File: config.mk
export PLATFORM = sky130hd
export DESIGN_NAME = tsgate_top
export DESIGN_NICKNAME = d
export VERILOG_FILES = /design/src/rtl/tsg_pkg.sv /design/src/rtl/tsg_us_prescaler.sv /design/src/rtl/tsg_regs.sv /design/src/rtl/tsg_stamp.sv /design/src/rtl/tsg_gate.sv /design/src/rtl/tsgate_top.sv
export SDC_FILE = /design/constraint.sdc
export NUM_CORES = 1
export LEC_CHECK = 0
export ABC_AREA = 1
export CAP_MARGIN = 5
export CORE_MARGIN = 3
export CORE_UTILIZATION = 58
export CTS_CLUSTER_DIAMETER = 40
export CTS_CLUSTER_SIZE = 12
export DETAILED_ROUTE_END_ITERATION = 7
export GPL_TIMING_DRIVEN = 0
export PLACE_DENSITY = 0.92
export SETUP_SLACK_MARGIN = 0.15
export SLEW_MARGIN = 20
export SYNTH_ARGS = -nofsm -noshare
export SYNTH_HDL_FRONTEND = slang
export SYNTH_HIERARCHICAL = 1
export SYNTH_SLANG_ARGS = --single-unit
File: constraint.sdc
create_clock -name clk -period 2.8 [get_ports clk]
set_clock_uncertainty 0.15 [all_clocks]
set_input_delay 0.84 -clock clk [delete_from_list [all_inputs] [get_ports clk]]
set_output_delay 0.84 -clock clk [all_outputs]
set_load 0.03 [all_outputs]
File: src/rtl/tsg_pkg.sv
package tsg_pkg;
  localparam int unsigned DIV_W   = 14;
  localparam int unsigned DIV_MAX = 16382;
  localparam int unsigned DEC_W   = 10;

  typedef enum logic [1:0] {
    RES_1US    = 2'd0,
    RES_10US   = 2'd1,
    RES_100US  = 2'd2,
    RES_1000US = 2'd3
  } res_e;

  function automatic logic [DEC_W-1:0] res_limit(input res_e r);
    case (r)
      RES_1US:   res_limit = DEC_W'(1);
      RES_10US:  res_limit = DEC_W'(10);
      RES_100US: res_limit = DEC_W'(100);
      default:   res_limit = DEC_W'(1000);
    endcase
  endfunction

  function automatic logic [DIV_W-1:0] clamp_div(input logic [15:0] v);
    if (v == 16'd0)                 clamp_div = DIV_W'(1);
    else if (v > 16'(DIV_MAX))      clamp_div = DIV_W'(DIV_MAX);
    else                            clamp_div = v[DIV_W-1:0];
  endfunction
endpackage

File: src/rtl/tsg_us_prescaler.sv
module tsg_us_prescaler #(
  parameter int unsigned CYC_PER_US = 200
) (
  input  logic clk,
  input  logic rst_n,
  output logic us_tick_o
);
  generate
    if (CYC_PER_US <= 1) begin : g_pass
      assign us_tick_o = 1'b1;
    end else begin : g_div
      localparam int unsigned CW = $clog2(CYC_PER_US);
      logic [CW-1:0] cnt_q;
      logic          tick_q;

      always_ff @(posedge clk) begin
        if (!rst_n) begin
          cnt_q  <= '0;
          tick_q <= 1'b0;
        end else begin
          tick_q <= (cnt_q == CW'(CYC_PER_US - 1));
          cnt_q  <= (cnt_q == CW'(CYC_PER_US - 1)) ? '0 : cnt_q + 1'b1;
        end
      end
      assign us_tick_o = tick_q;

      assert_tick_single_R1: assert property (@(posedge clk) disable iff (!rst_n)
        tick_q |=> !tick_q);
    end
  endgenerate
endmodule

File: src/rtl/tsg_regs.sv
module tsg_regs
  import tsg_pkg::*;
(
  input  logic             clk,
  input  logic             rst_n,
  input  logic             we_i,
  input  logic             addr_i,
  input  logic [15:0]      wdata_i,
  output logic [15:0]      rdata_o,
  output res_e             res_o,
  output logic             res_wr_o,
  output logic [DIV_W-1:0] div_o
);
  res_e             res_q;
  logic [DIV_W-1:0] div_q;

  always_ff @(posedge clk) begin
    if (!rst_n) begin
      res_q <= RES_1US;
      div_q <= DIV_W'(1);
    end else if (we_i) begin
      if (!addr_i) res_q <= res_e'(wdata_i[1:0]);
      else         div_q <= clamp_div(wdata_i);
    end
  end

  assign res_wr_o = we_i && !addr_i;
  assign res_o    = res_q;
  assign div_o    = div_q;
  assign rdata_o  = addr_i ? 16'(div_q) : {14'd0, res_q};

  assert_div_legal_R7: assert property (@(posedge clk) disable iff (!rst_n)
    (div_q >= DIV_W'(1)) && (div_q <= DIV_W'(DIV_MAX)));
endmodule

File: src/rtl/tsg_stamp.sv
module tsg_stamp
  import tsg_pkg::*;
#(
  parameter int unsigned TS_W = 16
) (
  input  logic            clk,
  input  logic            rst_n,
  input  logic            us_tick_i,
  input  res_e            res_i,
  input  logic            res_wr_i,
  output logic [TS_W-1:0] ts_o
);
  res_e             res_act_q;
  logic             pend_q;
  logic [DEC_W-1:0] dcnt_q;
  logic [TS_W-1:0]  ts_q;

  always_ff @(posedge clk) begin
    if (!rst_n) begin
      res_act_q <= RES_1US;
      pend_q    <= 1'b0;
      dcnt_q    <= '0;
      ts_q      <= '0;
    end else begin
      if (us_tick_i) begin
        if (pend_q) begin
          res_act_q <= res_i;
          dcnt_q    <= '0;
        end else if (dcnt_q >= res_limit(res_act_q) - 1'b1) begin
          dcnt_q <= '0;
          ts_q   <= ts_q + 1'b1;
        end else begin
          dcnt_q <= dcnt_q + 1'b1;
        end
      end
      if (res_wr_i)       pend_q <= 1'b1;
      else if (us_tick_i) pend_q <= 1'b0;
    end
  end

  assign ts_o = ts_q;

  assert_ts_step_R3: assert property (@(posedge clk) disable iff (!rst_n)
    !$stable(ts_q) |-> (ts_q == $past(ts_q) + 1'b1));
  assert_ts_on_tick_R2: assert property (@(posedge clk) disable iff (!rst_n)
    !$stable(ts_q) |-> $past(us_tick_i));
  assert_res_hold_R4: assert property (@(posedge clk) disable iff (!rst_n)
    (!$past(us_tick_i)) |-> $stable(res_act_q));
endmodule

File: src/rtl/tsg_gate.sv
module tsg_gate
  import tsg_pkg::*;
#(
  parameter int unsigned US_PER_MS = 1000
) (
  input  logic             clk,
  input  logic             rst_n,
  input  logic             us_tick_i,
  input  logic [DIV_W-1:0] div_i,
  output logic             gate_o,
  output logic             start_o,
  output logic             end_o
);
  logic ms_tick;

  generate
    if (US_PER_MS <= 1) begin : g_ms_pass
      assign ms_tick = us_tick_i;
    end else begin : g_ms_div
      localparam int unsigned MW = $clog2(US_PER_MS);
      logic [MW-1:0] mcnt_q;
      always_ff @(posedge clk) begin
        if (!rst_n) mcnt_q <= '0;
        else if (us_tick_i)
          mcnt_q <= (mcnt_q == MW'(US_PER_MS - 1)) ? '0 : mcnt_q + 1'b1;
      end
      assign ms_tick = us_tick_i && (mcnt_q == MW'(US_PER_MS - 1));
    end
  endgenerate

  logic [DIV_W-1:0] gcnt_q;
  logic             gate_q, start_q, end_q;
  logic             hit;

  assign hit = ms_tick && (gcnt_q >= div_i - 1'b1);

  always_ff @(posedge clk) begin
    if (!rst_n) begin
      gcnt_q  <= '0;
      gate_q  <= 1'b0;
      start_q <= 1'b0;
      end_q   <= 1'b0;
    end else begin
      start_q <= hit && !gate_q;
      end_q   <= hit && gate_q;
      if (hit) begin
        gcnt_q <= '0;
        gate_q <= !gate_q;
      end else if (ms_tick) begin
        gcnt_q <= gcnt_q + 1'b1;
      end
    end
  end

  assign gate_o  = gate_q;
  assign start_o = start_q;
  assign end_o   = end_q;

  assert_start_on_rise_R6: assert property (@(posedge clk) disable iff (!rst_n)
    $rose(gate_q) |-> start_q);
  assert_end_on_fall_R6: assert property (@(posedge clk) disable iff (!rst_n)
    $fell(gate_q) |-> end_q);
  assert_strobe_excl_R6: assert property (@(posedge clk) disable iff (!rst_n)
    !(start_q && end_q));
  assert_gate_on_ms_R5: assert property (@(posedge clk) disable iff (!rst_n)
    !$stable(gate_q) |-> $past(us_tick_i));
endmodule

File: src/rtl/tsgate_top.sv
module tsgate_top
  import tsg_pkg::*;
#(
  parameter int unsigned CLK_HZ    = 200_000_000,
  parameter int unsigned US_PER_MS = 1000
) (
  input  logic        clk,
  input  logic        rst_n,
  input  logic        cfg_we,
  input  logic        cfg_addr,
  input  logic [15:0] cfg_wdata,
  output logic [15:0] cfg_rdata,
  output logic [15:0] stamp_o,
  output logic        gate_o,
  output logic        gate_start_o,
  output logic        gate_end_o
);
  localparam int unsigned CYC_PER_US = CLK_HZ / 1_000_000;

  logic             us_tick;
  res_e             res;
  logic             res_wr;
  logic [DIV_W-1:0] div;

  tsg_us_prescaler #(.CYC_PER_US(CYC_PER_US)) u_pre (
    .clk(clk), .rst_n(rst_n), .us_tick_o(us_tick));

  tsg_regs u_regs (
    .clk(clk), .rst_n(rst_n), .we_i(cfg_we), .addr_i(cfg_addr),
    .wdata_i(cfg_wdata), .rdata_o(cfg_rdata), .res_o(res),
    .res_wr_o(res_wr), .div_o(div));

  tsg_stamp #(.TS_W(16)) u_stamp (
    .clk(clk), .rst_n(rst_n), .us_tick_i(us_tick), .res_i(res),
    .res_wr_i(res_wr), .ts_o(stamp_o));

  tsg_gate #(.US_PER_MS(US_PER_MS)) u_gate (
    .clk(clk), .rst_n(rst_n), .us_tick_i(us_tick), .div_i(div),
    .gate_o(gate_o), .start_o(gate_start_o), .end_o(gate_end_o));
endmodule

=== Word-level counts from Yosys, hierarchy flattened ===
Index checks and enable logic that the tools add are counted.
Widths: inputs -> output; s select.

* Register bits after elaboration: 81
* Latch bits: 0
* Memory bits (writable): 0
* ROM bits: 0
* Input bits: 20
* Output and inout bits: 35
* Logic and storage cells: 58
* Memories: 0

* $add $sub $neg: 7
* Multiply operators: 0
* Divide/modulo/power cells: 0
* Magnitude comparators: 3
* Equal/unequal tests: 4
* Shift-type cells: 0
* Mux-type cells: 12
* Bitwise logic cells: 3
* Reductions and logical operators: 16

{| class="wikitable"
|+ Operator list
! kind !! number
|-
| $mux 10 || 6
|-
| $mux 14 || 3
|-
| $pmux 10 s3 || 1
|-
| $add 10x1->10 const B || 2
|-
| $add 16x1->16 const B || 1
|-
| $gt 16x14->1 const B || 1
|-
| $logic_not 16->1 || 1
|-
| $add 14x1->14 const B || 1
|-
| $ge 14x14->1 || 1
|-
| $sub 14x1->14 const B || 1
|-
| $eq 10x10->1 const B || 1
|-
| $ge 10x10->1 || 1
|-
| $sub 10x1->10 const B || 1
|-
| $add 8x1->8 const B || 1
|-
| $eq 8x8->1 const B || 1
|-
| $reduce_and 2->1 || 3
|-
| $logic_and 1x1->1 || 5
|-
| $reduce_or 2->1 || 2
|-
| $not 1->1 || 3
|-
| $reduce_and 3->1 || 1
|-
| $eq 2x1->1 const B || 1
|-
| $eq 2x2->1 const B || 1
|-
| $logic_not 1->1 || 2
|-
| $logic_not 2->1 || 1
|-
| 2 further kinds || 3
|}

=== Logic depth before layout (Yosys ltp) ===
* Depth after elaboration: 9
* Gate-level depth with buffers: 19
* Depth with buffers taken out: 18

=== Modules after synthesis ===
The synthesis kept the hierarchy.

{| class="wikitable"
|+ By module, submodules not included
! module !! instances !! cells each !! area each (um^2) !! seq. area each (um^2)
|-
| tsg_gate || 1 || 299 || 2060.7 || 540.5
|-
| tsg_stamp || 1 || 296 || 2003.2 || 580.6
|-
| tsg_regs || 1 || 162 || 1097.3 || 320.3
|-
| tsg_us_prescaler || 1 || 65 || 462.9 || 180.2
|}

=== Worst setup path before layout ===
Ideal clock, no wire load.

* Path kind: input to output
* Start: input port cfg_addr
* End: output port cfg_rdata[0]
* Arrival: 1.690 ns
* Data required time: 1.810 ns
* Slack: 0.120 ns
* Stages: 2
* Path buffers: 1
* Cells stage by stage: buf_2 > o21ai_0

* Cells in the longest elaborated chain, start to end: 1

{| class="wikitable"
|+ Ends and longest elaborated chain
! item !! line !! text
|-
| start, declared || tsgate_top.sv:10 || <nowiki>input logic cfg_addr,</nowiki>
|-
| $mux 14 || tsg_regs.sv:30 || <nowiki>assign rdata_o = addr_i ? 16'(div_q) : {14'd0, res_q};</nowiki>
|-
| end, declared || tsgate_top.sv:12 || <nowiki>output logic [15:0] cfg_rdata,</nowiki>
|}

No other way between the ends.

=== Worst setup path in the final report ===
* Start: input port rst_n
* End: register u_stamp.ts_q[5], in the netlist u_stamp/ts_o[5]

{| class="wikitable"
|+ RTL lines
! item !! line !! text
|-
| start, declared || tsgate_top.sv:8 || <nowiki>input logic rst_n,</nowiki>
|-
| end signal, assigned || tsg_stamp.sv:31 || <nowiki>ts_q <= ts_q + 1'b1;</nowiki>
|-
| end, declared || tsg_stamp.sv:16 || <nowiki>logic [TS_W-1:0] ts_q;</nowiki>
|}

No word-level cell between the ends.

==> metrics.md <==
| Metric | Value |
|---|---|
| Final instance area | 6940 um^2 |
| Setup CP Type | input pin to flip-flop |
| Area of placed instances | 6300 um^2 |
| Gr ovfl total | 0 |
| Nets@finish | 953 |
| Failing checks | negative setup slack |
| Die H | 104 um |
| First-pass GRT wire length | 23.7 mm |
| Ys async rst share | 0% |
| Seq cells post-synth | 81 |
| Crit-path max FO | 13 |
| Depth of the CTS H-tree | 3 |
| Fmax | 355 MHz |
| TritonCTS buffer count | 9 |
| First-pass DRT Iterations | 6 |
| Fin. max-slew vios | 0 |
| Clock Sink Count | 81 |
| Clock latency on the worst-skew pair | 360 ps |
| Worst Slack Setup Final | -20.2 ps |
| Syn Inst Count | 822 |
| CTS Hold Bufs | 0 |
| Leakage | 2.91 nW |
| Gr usage total | 25.8% |
| WP data required | 2950 ps |
| Final setup viols | 4 |
| Via Count | 5911 |
| Routed wire length | 16.4 mm |
| Largest cells by area after synthesis | dfxtp_1 (29%), nand2_1 (14%), inv_1 (7.7%) |
| CTS clk-pin slew, worst paths | 90 ps |
| EDFF count, synth | 0 |
| Critical path arrival | 2970 ps |
| Share of layout cells above drive strength 1 | 21.9% |
| Final period utilization | 101% |
| Placed Cells | 1003 |
| Maximum VDD drop | 0.262 mV |
| Max-slew headroom | 43.1% |
| Fin. Hold Viols | 0 |
| Crit end category | flip-flop |
| Die area | 10900 um^2 |
| Largest net degree at the start of global routing | 14 |
| Mapped Area | 5620 um^2 |
| Antenna-violating nets left | 0 |
| RSZ-0062 raised after global routing | yes |
| Status | complete, but fails checks |
| Vias in the first global route | 5284 |
| Die X | 104 um |
| DR vias/cell | 5.71 |
| Min-delay worst type | flip-flop to flip-flop |
| Max Buffers Root-to-Sink | 2 |
| Sequential fraction of the synthesis area | 28.8% |
| Root Buffer | clkbuf_8 |
| DRC violations left | 0 |
| Critical path launch point type | input pin |
| Initial DRC Count | 642 |
| Synth Flop Type | dfxtp_1 |
| Pwr per Cell Area | 394 nW/um^2 |
| Cell Count, Final, Fillers Out | 1035 |
| Wirelength per Cell | 15.8 um |
| DP HPWL | 9.41 mm |
| Max-Cap Viols | 0 |
| Initial antenna violation count | 0 |
| CTS tree | built |
| Boundary pin count | 55 |
| YS warnings | 6 |
| Largest area contributor in the netlist | dfxtp_1 |
| Yosys top cell area share | 28.8% |
| Gp weighted congestion | 0.896 |
| Library cells used by synthesis | 42 |
| Initial Util | 60.3% |
| Syn Area/Cell | 6.84 um^2 |
| Worst-Margin Slew | 851 ps |
| Total power | 2.74 mW |
| Antenna diodes | 0 |
| # rows | 35 |
| Layout area overhead | 23.4% |
| PortBufs | 51 |
| Min Tclk post-route | 2820 ps |
| Core region area | 9330 um^2 |
-- sequential cells by signal, summed over array words and instances, names as in the netlist --
name / cells
u_regs/res_o: 2
u_stamp/dcnt_q: 10
u_gate/end_o: 1
u_gate/g_ms_div.mcnt_q: 10
u_gate/start_o: 1
u_stamp/res_act_q: 2
u_stamp/ts_o: 16
u_regs/div_o: 14
u_stamp/pend_q: 1
u_gate/gcnt_q: 14
u_gate/gate_o: 1
u_pre/g_div.cnt_q: 8
u_pre/us_tick_o: 1
-- timing repair --
item	CTS	global route
pin swaps	11	31
setup buffers	8	8
setup endpoints to repair	30	46
cloned	1	0
resized for setup	56	51
-- layout make-up --
| class | instances | area, um^2 |
|---|---|---|
| Timing Repair Buffer | 68 | 662 |
| Buffer | 18 | 159 |
| Clock inverter | 5 | 129 |
| Tap cell | 129 | 161 |
| Multi-Input combinational cell | 602 | 3600 |
| Sequential cell | 81 | 1640 |
| Inverter | 122 | 473 |
| Fill cell | 626 | 2380 |
| Clock buffer | 10 | 128 |
-- report_power, final --
| part | switching, mW | internal [mW] |
|---|---|---|
| registers | 0.0341 | 1.17 |
| logic | 0.247 | 0.167 |
| clock network | 0.438 | 0.680 |
| total | 0.719 | 2.02 |
-- Yosys cell counts (2+ instances only) --
library cell	n
dfxtp_1	81
o21ai_0	17
nand2_4	4
xnor2_1	15
inv_2	3
nor3_1	11
nand4_1	16
nor2_1	77
nor3_2	5
buf_12	2
a21oi_1	32
ha_1	31
conb_1	2
clkbuf_1	3
buf_4	4
nand2_2	26
nand3_1	58
nor2_2	18
inv_1	116
clkinv_4	2
nor2_4	5
buf_2	5
nand3_2	12
a21oi_2	24
or2_1	2
xor2_1	18
a21boi_0	5
buf_6	2
nand3b_1	3
nand2_1	211
-- logic make-up after synthesis --
family	Yosys count	synth area share [%]
other	2	0.134
flip-flops	81	28.8
multiplexers	1	0.200
buffers and inverters	140	10.9
AND/OR/NAND/NOR	452	38.6
adder cells (fa/ha/maj)	31	6.90
AO/OA/AOI/OAI	82	9.28
XOR/XNOR	33	5.14
-- through the flow --
stage | util, % | setup WS, ps | setup TNS, ps | hold slack (ps)
after floorplan | - | 263 | 0 | 295
after global placement | 67.5 | -400 | -5000 | 309
after detailed placement | 67.5 | -407 | -5380 | 335
after CTS | 72.0 | 60.3 | 0 | 350
after global routing | 74.4 | -115 | -1700 | 367
final | 74.4 | -20.2 | -51.9 | 344
-- cell usage in the layout (no fill, tap or decap), types with 4 or more instances in the layout --
master and n:
nand3_1 56, clkbuf_8 9, buf_2 5, ha_1 27
a21boi_0 5, nor2_4 17, nor2_1 66, dfxtp_1 76
buf_4 18, buf_6 5, nand2_2 31, nand3_2 12
nor3_1 8, a21oi_2 25, clkdlybuf4s50_1 37, xnor2_1 15
o21ai_0 16, bufinv_16 4, xor2_1 18, a21oi_1 31
inv_1 111, nor2_2 17, nand4_1 16, inv_2 6
nand2_1 206, nor3_2 6, clkdlybuf4s15_2 8
-- per-layer routing --
layer  part of all wire (%)  vias to the layer above  GRT usage [%]
li1                       -                     2751              -
met1                     40                     2673           31.8
met2                     46                      370           44.4
met3                    8.3                      117           4.84
met4                    6.0                        0           9.59
met5                      0                        -              0
-- worst max-delay path, cell delays in order --
cell             delay (ps)
clkdlybuf4s50_1        1020
clkinv_1                570
buf_2                   380
a21oi_2                 150
-- worst paths after layout --
| kind | from | cells after the start | slack (ps) | endpoint |
|---|---|---|---|---|
| worst max-delay path | rst_n | 4 | -20 | u_stamp/ts_o[5]$_SDFFE_PN0P_ |
| worst min-delay path | u_pre/g_div.cnt_q[7]$_SDFF_PP0_ | 2 | 340 | u_pre/g_div.cnt_q[7]$_SDFF_PP0_ |
| worst max register to register | u_regs/div_o[0]$_SDFFE_PN1P_ | 19 | 0 | u_gate/gcnt_q[10]$_SDFFE_PP0P_ |
| worst min register to register | u_pre/g_div.cnt_q[7]$_SDFF_PP0_ | 2 | 340 | u_pre/g_div.cnt_q[7]$_SDFF_PP0_ |
Note: power is estimated with default switching activity, not from simulation.
